[src/rtl/icd_pkg.sv]
package icd_pkg;

    typedef enum logic [1:0] {
        ST_READY        = 2'd0,
        ST_WAIT_BASE    = 2'd1,
        ST_WAIT_CASCADE = 2'd2,
        ST_WAIT_MODE    = 2'd3
    } icd_state_e;

    localparam logic [2:0] CMD_RAEOI_OFF    = 3'd0;
    localparam logic [2:0] CMD_EOI_TOP      = 3'd1;
    localparam logic [2:0] CMD_NOP          = 3'd2;
    localparam logic [2:0] CMD_EOI_LINE     = 3'd3;
    localparam logic [2:0] CMD_RAEOI_ON     = 3'd4;
    localparam logic [2:0] CMD_ROT_EOI_TOP  = 3'd5;
    localparam logic [2:0] CMD_SET_ROT      = 3'd6;
    localparam logic [2:0] CMD_ROT_EOI_LINE = 3'd7;

endpackage

[src/rtl/icd_seq.sv]
module icd_seq
    import icd_pkg::*;
(
    input  logic       clk,
    input  logic       rst_n,
    input  logic       start,
    input  logic       start_need4,
    input  logic       start_single,
    input  logic       adv,
    output icd_state_e state,
    output logic       ld_mask,
    output logic       ld_base,
    output logic       ld_mode
);

    icd_state_e nxt;
    logic       need4_q;
    logic       single_q;

    // state register
    always_ff @(posedge clk) begin
        if (!rst_n) begin
            state    <= ST_READY;
            need4_q  <= 1'b0;
            single_q <= 1'b0;
        end else if (start) begin
            state    <= ST_WAIT_BASE;
            need4_q  <= start_need4;
            single_q <= start_single;
        end else begin
            state <= nxt;
        end
    end

    // next state
    always_comb begin
        nxt = state;
        if (adv) begin
            unique case (state)
                ST_READY:        nxt = ST_READY;
                ST_WAIT_BASE:    nxt = single_q ? (need4_q ? ST_WAIT_MODE : ST_READY)
                                                : ST_WAIT_CASCADE;
                ST_WAIT_CASCADE: nxt = need4_q ? ST_WAIT_MODE : ST_READY;
                ST_WAIT_MODE:    nxt = ST_READY;
            endcase
        end
    end

    // outputs
    always_comb begin
        ld_mask = 1'b0;
        ld_base = 1'b0;
        ld_mode = 1'b0;
        unique case (state)
            ST_READY:        ld_mask = adv;
            ST_WAIT_BASE:    ld_base = adv;
            ST_WAIT_CASCADE: ;
            ST_WAIT_MODE:    ld_mode = adv;
        endcase
    end

    // branch after the base word
    a_r3_base_branch: assert property (@(posedge clk) disable iff (!rst_n)
        (state == ST_WAIT_BASE && adv && !start && !single_q) |=> (state == ST_WAIT_CASCADE));

    // branch after the cascade word
    a_r4_cascade_branch: assert property (@(posedge clk) disable iff (!rst_n)
        (state == ST_WAIT_CASCADE && adv && !start) |=>
            (state == ($past(need4_q) ? ST_WAIT_MODE : ST_READY)));

    // a start always lands in WAIT_BASE
    a_r2_start_state: assert property (@(posedge clk) disable iff (!rst_n)
        start |=> (state == ST_WAIT_BASE));

endmodule

[src/rtl/icd_cmd.sv]
module icd_cmd
    import icd_pkg::*;
#(
    parameter int DW    = 8,
    parameter int LINES = 8,
    localparam int LW   = $clog2(LINES)
) (
    input  logic             wr0,
    input  logic [DW-1:0]    wdata,
    input  logic             top_valid,
    input  logic [LW-1:0]    top_line,
    output logic             is_init,
    output logic             poll_req,
    output logic             rsel_we,
    output logic             rsel_val,
    output logic             smm_we,
    output logic             smm_val,
    output logic             raeoi_we,
    output logic             raeoi_val,
    output logic [LINES-1:0] clr_vec,
    output logic             rot_we,
    output logic [LW-1:0]    rot_val
);

    logic          is_sel;
    logic          is_cmd;
    logic [2:0]    code;
    logic [LW-1:0] named;
    logic          clr_en;
    logic [LW-1:0] clr_line;

    assign code  = wdata[7:5];
    assign named = wdata[LW-1:0];

    always_comb begin
        is_init   = wr0 && wdata[4];
        is_sel    = wr0 && !wdata[4] && wdata[3];
        is_cmd    = wr0 && !wdata[4] && !wdata[3];
        poll_req  = is_sel && wdata[2];
        rsel_we   = is_sel && wdata[1];
        rsel_val  = wdata[0];
        smm_we    = is_sel && wdata[6];
        smm_val   = wdata[5];
        raeoi_we  = 1'b0;
        raeoi_val = 1'b0;
        clr_en    = 1'b0;
        clr_line  = '0;
        rot_we    = 1'b0;
        rot_val   = '0;
        if (is_cmd) begin
            unique case (code)
                CMD_RAEOI_OFF:    begin raeoi_we = 1'b1; raeoi_val = 1'b0; end
                CMD_RAEOI_ON:     begin raeoi_we = 1'b1; raeoi_val = 1'b1; end
                CMD_EOI_TOP:      begin clr_en = top_valid; clr_line = top_line; end
                CMD_ROT_EOI_TOP:  begin
                    clr_en   = top_valid;
                    clr_line = top_line;
                    rot_we   = top_valid;
                    rot_val  = LW'(top_line + 1'b1);
                end
                CMD_EOI_LINE:     begin clr_en = 1'b1; clr_line = named; end
                CMD_SET_ROT:      begin rot_we = 1'b1; rot_val = LW'(named + 1'b1); end
                CMD_ROT_EOI_LINE: begin
                    clr_en   = 1'b1;
                    clr_line = named;
                    rot_we   = 1'b1;
                    rot_val  = LW'(named + 1'b1);
                end
                CMD_NOP:          ;
            endcase
        end
    end

    for (genvar g = 0; g < LINES; g++) begin : g_clr
        assign clr_vec[g] = clr_en && (clr_line == LW'(g));
    end

endmodule

[src/rtl/icd_rdmux.sv]
module icd_rdmux #(
    parameter int DW    = 8,
    parameter int LINES = 8,
    localparam int LW   = $clog2(LINES)
) (
    input  logic          poll,
    input  logic          addr,
    input  logic          rsel,
    input  logic          pend_valid,
    input  logic [LW-1:0] pend_line,
    input  logic [DW-1:0] req_vec,
    input  logic [DW-1:0] isr_vec,
    input  logic [DW-1:0] mask,
    output logic [DW-1:0] rd_val,
    output logic          take
);

    always_comb begin
        take = 1'b0;
        if (poll) begin
            if (pend_valid) begin
                rd_val = {1'b1, {(DW-1-LW){1'b0}}, pend_line};
                take   = 1'b1;
            end else begin
                rd_val = '0;
            end
        end else if (addr) begin
            rd_val = mask;
        end else begin
            rd_val = rsel ? isr_vec : req_vec;
        end
    end

endmodule

[src/rtl/irq_cmd_decoder.sv]
module irq_cmd_decoder
    import icd_pkg::*;
#(
    parameter int DW    = 8,
    parameter int LINES = 8,
    localparam int LW   = $clog2(LINES),
    localparam int BW   = DW - LW
) (
    input  logic             clk,
    input  logic             rst_n,
    input  logic             wr_en,
    input  logic             rd_en,
    input  logic             addr,
    input  logic [DW-1:0]    wdata,
    input  logic [LINES-1:0] req_vec,
    input  logic [LINES-1:0] isr_vec,
    input  logic             pend_valid,
    input  logic [LW-1:0]    pend_line,
    input  logic             top_valid,
    input  logic [LW-1:0]    top_line,
    output logic [DW-1:0]    rdata,
    output logic [LINES-1:0] mask,
    output logic [BW-1:0]    base_vec,
    output logic             fully_nested,
    output logic             auto_eoi,
    output logic             rot_on_aeoi,
    output logic             special_mask,
    output logic             init_clr,
    output logic [LINES-1:0] isr_clr,
    output logic [LINES-1:0] isr_set,
    output logic             ack,
    output logic [LW-1:0]    ack_line,
    output logic             rot_set,
    output logic [LW-1:0]    rot_val
);

    logic             wr0;
    logic             wr1;
    logic             is_init, poll_req, rsel_we, rsel_val, smm_we, smm_val;
    logic             raeoi_we, raeoi_val, cmd_rot_we;
    logic [LINES-1:0] cmd_clr;
    logic [LW-1:0]    cmd_rot_val;
    icd_state_e       state;
    logic             ld_mask, ld_base, ld_mode;
    logic             rsel_q, poll_q;
    logic [DW-1:0]    rd_val;
    logic             take;

    assign wr0 = wr_en && !addr;
    assign wr1 = wr_en && addr;

    icd_cmd #(.DW(DW), .LINES(LINES)) u_cmd (
        .wr0(wr0), .wdata(wdata), .top_valid(top_valid), .top_line(top_line),
        .is_init(is_init), .poll_req(poll_req), .rsel_we(rsel_we), .rsel_val(rsel_val),
        .smm_we(smm_we), .smm_val(smm_val), .raeoi_we(raeoi_we), .raeoi_val(raeoi_val),
        .clr_vec(cmd_clr), .rot_we(cmd_rot_we), .rot_val(cmd_rot_val)
    );

    icd_seq u_seq (
        .clk(clk), .rst_n(rst_n), .start(is_init), .start_need4(wdata[0]),
        .start_single(wdata[1]), .adv(wr1), .state(state),
        .ld_mask(ld_mask), .ld_base(ld_base), .ld_mode(ld_mode)
    );

    icd_rdmux #(.DW(DW), .LINES(LINES)) u_rd (
        .poll(poll_q), .addr(addr), .rsel(rsel_q), .pend_valid(pend_valid),
        .pend_line(pend_line), .req_vec(req_vec), .isr_vec(isr_vec), .mask(mask),
        .rd_val(rd_val), .take(take)
    );

    always_ff @(posedge clk) begin
        if (!rst_n) begin
            rdata        <= '0;
            mask         <= '0;
            base_vec     <= '0;
            fully_nested <= 1'b0;
            auto_eoi     <= 1'b0;
            rot_on_aeoi  <= 1'b0;
            special_mask <= 1'b0;
            rsel_q       <= 1'b0;
            poll_q       <= 1'b0;
            init_clr     <= 1'b0;
            isr_clr      <= '0;
            isr_set      <= '0;
            ack          <= 1'b0;
            ack_line     <= '0;
            rot_set      <= 1'b0;
            rot_val      <= '0;
        end else begin
            init_clr <= 1'b0;
            isr_clr  <= '0;
            isr_set  <= '0;
            ack      <= 1'b0;
            rot_set  <= 1'b0;
            if (rd_en) begin
                rdata  <= rd_val;
                poll_q <= 1'b0;
                if (take) begin
                    ack      <= 1'b1;
                    ack_line <= pend_line;
                    if (!auto_eoi) begin
                        isr_set <= LINES'(1) << pend_line;
                    end else if (rot_on_aeoi) begin
                        rot_set <= 1'b1;
                        rot_val <= LW'(pend_line + 1'b1);
                    end
                end
            end
            if (is_init) begin
                mask         <= '0;
                base_vec     <= '0;
                fully_nested <= 1'b0;
                auto_eoi     <= 1'b0;
                rot_on_aeoi  <= 1'b0;
                special_mask <= 1'b0;
                rsel_q       <= 1'b0;
                poll_q       <= 1'b0;
                init_clr     <= 1'b1;
                rot_set      <= 1'b1;
                rot_val      <= '0;
            end else begin
                if (poll_req) poll_q <= 1'b1;
                if (rsel_we)  rsel_q <= rsel_val;
                if (smm_we)   special_mask <= smm_val;
                if (raeoi_we) rot_on_aeoi  <= raeoi_val;
                if (wr0) isr_clr <= cmd_clr;
                if (cmd_rot_we) begin
                    rot_set <= 1'b1;
                    rot_val <= cmd_rot_val;
                end
                if (ld_mask) mask     <= wdata;
                if (ld_base) base_vec <= wdata[DW-1:LW];
                if (ld_mode) begin
                    fully_nested <= wdata[4];
                    auto_eoi     <= wdata[1];
                end
            end
        end
    end

    // initialization clears the mask and modes and pulses init_clr
    a_r2_init_clears: assert property (@(posedge clk) disable iff (!rst_n)
        (wr0 && wdata[4]) |=> (mask == '0 && init_clr && rot_set && rot_val == '0
                               && !auto_eoi && !special_mask));

    // mask load in READY
    a_r6_mask_load: assert property (@(posedge clk) disable iff (!rst_n)
        (wr1 && state == ST_READY) |=> (mask == $past(wdata)));

    // code 2 produces no pulse
    a_r8_nop_quiet: assert property (@(posedge clk) disable iff (!rst_n)
        (wr0 && wdata[4:3] == 2'b00 && wdata[7:5] == CMD_NOP) |=>
            (isr_clr == '0 && !rot_set && !init_clr));

    // priority clear with nothing in service does nothing
    a_r9_no_top_no_clear: assert property (@(posedge clk) disable iff (!rst_n)
        (wr0 && wdata[4:3] == 2'b00 && (wdata[7:5] == CMD_EOI_TOP || wdata[7:5] == CMD_ROT_EOI_TOP)
         && !top_valid) |=> (isr_clr == '0 && !rot_set));

    // any read leaves no poll pending
    a_r11_poll_clears: assert property (@(posedge clk) disable iff (!rst_n)
        (rd_en && !wr_en) |=> !poll_q);

    // auto-EOI acknowledge sets no in-service bit
    a_r13_aeoi_no_set: assert property (@(posedge clk) disable iff (!rst_n)
        (rd_en && auto_eoi) |=> (isr_set == '0));

endmodule

[config.mk]
export PLATFORM = sky130hd
export DESIGN_NAME = irq_cmd_decoder
export DESIGN_NICKNAME = d
export VERILOG_FILES = /design/src/rtl/icd_pkg.sv /design/src/rtl/icd_seq.sv /design/src/rtl/icd_cmd.sv /design/src/rtl/icd_rdmux.sv /design/src/rtl/irq_cmd_decoder.sv
export SDC_FILE = /design/constraint.sdc
export NUM_CORES = 1
export LEC_CHECK = 0
export BUFFER_PORTS_ARGS = -buffer_cell sky130_fd_sc_hd__buf_2
export CAP_MARGIN = 20
export CORE_ASPECT_RATIO = 2
export CORE_MARGIN = 2
export CORE_UTILIZATION = 52
export DETAILED_ROUTE_END_ITERATION = 7
export PLACE_DENSITY = 0.95
export REMOVE_ABC_BUFFERS = 1
export SLEW_MARGIN = 30
export SYNTH_ARGS = -nofsm -noshare
export SYNTH_HDL_FRONTEND = slang
export SYNTH_SLANG_ARGS = --single-unit
[constraint.sdc]
create_clock -name clk -period 2.6 [get_ports clk]
set_clock_uncertainty 0.05 [all_clocks]
set_input_delay 0.13 -clock clk [delete_from_list [all_inputs] [get_ports clk]]
set_output_delay 0.13 -clock clk [all_outputs]
set_load 0.01 [all_outputs]
==> impl_metrics.json <==
{
  "status": "finished clean",
  "whs_path_depth": 3,
  "portBuffers": 86,
  "crit_slowest_cell": "dlygate4sd3_1",
  "io_pins": 87,
  "rr_worst_depth": 4,
  "cts_root_buffer": "clkbuf_8",
  "start_util_pct": 54.0,
  "clk_pin_slew_worst_paths_ns": 0.09,
  "clk_latency_ns": 0.31,
  "cts_tree": "done",
  "wl_met2_microns": 3210,
  "first_pass_iters": 4,
  "core-area_sq_um": 4340,
  "ys_warn_count": 0,
  "ys_ff_latch": 56,
  "path_cells": "dlygate4sd3_1, buf_2, and3_1, nand2_1, nor3b_1, and2_1",
  "clock_path_buffers": 2,
  "finalMaxSlewViolations": 0,
  "r2r-end": "isr_set[6]",
  "worstSetupPathType": "in2reg",
  "vias": 2145,
  "antenna_cells": 0,
  "peakVddDrop_uv": 511,
  "r2r_slack_ns": 0.90,
  "multi_input_area_sq_um": 1140,
  "area_growth_pct": 24.0,
  "register_area_sq_um": 1120,
  "vias_per_cell": 5.44,
  "numCtsBuffers": 5,
  "pwr_density_cell_nw_per_um2": 554,
  "die-area_sq_um": 5090,
  "h-tree-depth": 2,
  "yosysSeqAreaShare_pct": 47.8,
  "power.leakage_nw": 1.37,
  "wl_met1_microns": 2040,
  "final_nets": 381,
  "wl_met3_microns": 322,
  "row_count": 34,
  "reg2reg_from": "poll_q",
  "min_period_ns": 1.75,
  "startpoint_type": "primary input",
  "top_layer_used": "met4",
  "wl_per_cell_microns": 14.6,
  "required_ns": 2.80,
  "rsz0062_at_grt": "false",
  "cp_max_fo": 11,
  "place_hpwl_microns": 4470,
  "cpPeakStageDelay_ns": 0.51,
  "hold_violations": 0,
  "drc": 0,
  "die_h_microns": 98.9,
  "cap_violations": 0,
  "total_power_w": 0.00161,
  "setup_tns_ns": 0,
  "die_w_microns": 51.5,
  "min_to": "mask[0]",
  "hold_start": "wdata[0]",
  "hold_path.class": "in2reg",
  "drive_above_1_share_pct": 30.0,
  "nFillCells": 397,
  "cts.sinks": 56,
  "cp.arrival_ns": 1.95,
  "antenna_found_initial": 0,
  "grt_pass1_vias": 2016,
  "overflow": 0,
  "detail-route-antenna-nets": 0,
  "drt-total-wl_microns": 5740,
  "worstMarginPinSlew_ns": 0.970,
  "period_share_pct": 67.2,
  "syn_inst": 257,
  "netlist-cell-type-count": 39,
  "routabilityCongestion": 0.927,
  "syn-cell-area_sq_um": 2340,
  "slew_headroom_pct": 34.4,
  "grt_max_degree": 24,
  "grt_pass1_wl_microns": 9130,
  "grt_usage_pct": 23.4,
  "synth.avg_cell_area_sq_um": 9.12,
  "drt_iter0_drc": 72,
  "finalSetupViolCount": 0,
  "crit_path_end_kind": "flop",
  "max_freq_ghz": 0.573
}
==> routing by layer <==
metal,global-route usage [%],vias to the layer above
met5,0,-
met4,11.7,0
met3,3.33,13
met2,43.7,92
met1,23.9,984
li1,-,1056
==> cells in the mapped netlist <==
cell | n | area share (%)
dfxtp_1 | 56 | 48
nand2_1 | 36 | 5.8
nor2_1 | 31 | 5.0
mux2i_1 | 25 | 11
a21oi_1 | 16 | 3.4
o21ai_0 | 11 | 2.3
and2_1 | 10 | 2.7
clkbuf_1 | 9 | 1.4
a22oi_1 | 5 | 1.6
ha_1 | 5 | 2.7
inv_1 | 5 | 0.80
nand3_1 | 5 | 1.1
mux2_2 | 4 | 1.9
nand4_1 | 4 | 1.1
a222oi_1 | 3 | 1.3
nor3_1 | 3 | 0.64
a31oi_1 | 2 | 0.53
and3_1 | 2 | 0.53
nor4_1 | 2 | 0.53
o2111ai_1 | 2 | 0.75
o31ai_1 | 2 | 0.64
or3_4 | 2 | 0.96
a21o_1 | 1 | 0.32
a21oi_2 | 1 | 0.37
buf_1 | 1 | 0.16
buf_4 | 1 | 0.32
buf_6 | 1 | 0.48
clkinv_1 | 1 | 0.16
nand3b_1 | 1 | 0.32
nand4b_1 | 1 | 0.37
nor3b_1 | 1 | 0.32
nor4b_1 | 1 | 0.37
nor4bb_1 | 1 | 0.43
o211ai_1 | 1 | 0.32
o21bai_1 | 1 | 0.32
or3_1 | 1 | 0.27
or4b_4 | 1 | 0.59
xnor2_1 | 1 | 0.37
xor2_1 | 1 | 0.37
==> state kept, by name (all words and copies together) (netlist names), 2 cells and up <==
| name | flops |
|---|---|
| ack_line | 3 |
| base_vec | 5 |
| isr_clr | 8 |
| isr_set | 8 |
| mask | 8 |
| rdata | 8 |
| rot_val | 3 |
| u_seq.state | 2 |
==> layout by cell type (no fill, tap or decap), types with 3 or more instances in the layout <==
cell type,Yosys,layout
buf_2,0,86
dfxtp_1,56,56
nand2_1,36,36
nor2_1,31,31
mux2i_1,25,25
a21oi_1,16,16
o21ai_0,11,11
and2_1,10,10
inv_1,5,5
nand3_1,5,5
a22oi_1,5,5
ha_1,5,5
clkbuf_8,0,5
mux2_2,4,4
nand4_1,4,4
nor3_1,3,3
a222oi_1,3,3
==> timing repair <==
action,4_1_cts,5_1_grt
hold buffers,1,0
gates resized for setup,0,0
buffers inserted,0,0
hold endpoints to repair,1,0
==> report_power, final <==
part / total (W) / switching [W] / internal (W) / leakage [nW]
sequential: 0.000885 / 0.0000110 / 0.000874 / 0.453
clock: 0.000558 / 0.000273 / 0.000285 / 0.0541
combinational: 0.000168 / 0.000100 / 0.0000679 / 0.860
==> worst max-delay path: cells and delay by family <==
family | cells | cell delay (ns)
buf+inv | 2 | 0.64
simple gates | 4 | 1.18
==> worst max path at each step <==
| stage | from | to | cells after the start |
|---|---|---|---|
| global route | rd_en | isr_set[5] | 6 |
| global placement | addr | isr_clr[6] | 5 |
| CTS | rd_en | isr_set[6] | 6 |
| finish | rd_en | isr_set[6] | 6 |
| floorplan | wdata[3] | isr_clr[6] | 4 |
| detailed placement | addr | isr_clr[6] | 5 |
==> kinds of logic (layout without fill, tap and decap cells) <==
family | after synthesis | after routing | synth area share (%)
AO/OA/AOI/OAI | 45 | 45 | 11.9
XOR/XNOR | 2 | 2 | 0.748
adder cells (fa/ha/maj) | 5 | 5 | 2.67
buffers and inverters | 18 | 101 | 3.36
flip-flops | 56 | 56 | 47.8
multiplexers | 29 | 29 | 12.6
AND/OR/NAND/NOR | 102 | 102 | 20.9
==> area by class of cell <==
type                            count  share of cell area, %
Sequential cell                    56                   38.6
Multi-Input combinational cell    183                   39.3
Timing Repair Buffer               87                   15.2
Tap cell                           54                   2.32
Inverter                            6                  0.775
Clock inverter                      3                   1.46
Clock buffer                        5                   2.37
==> stage by stage <==
step	setup slack [ns]	cells	area (sq um)	hold slack, ns	utilization [%]
6_report	0.854	394	2910	0.0522	67.0
5_1_grt	0.689	394	2910	0.0467	67.0
4_1_cts	0.879	394	2910	0.0450	67.0
3_5_place_dp	0.707	385	2790	0.308	64.2
3_3_place_gp	0.740	385	2790	0.292	64.2
2_1_floorplan	0.964	245	2290	0.156	-
Note: power is estimated with default switching activity, not from simulation.
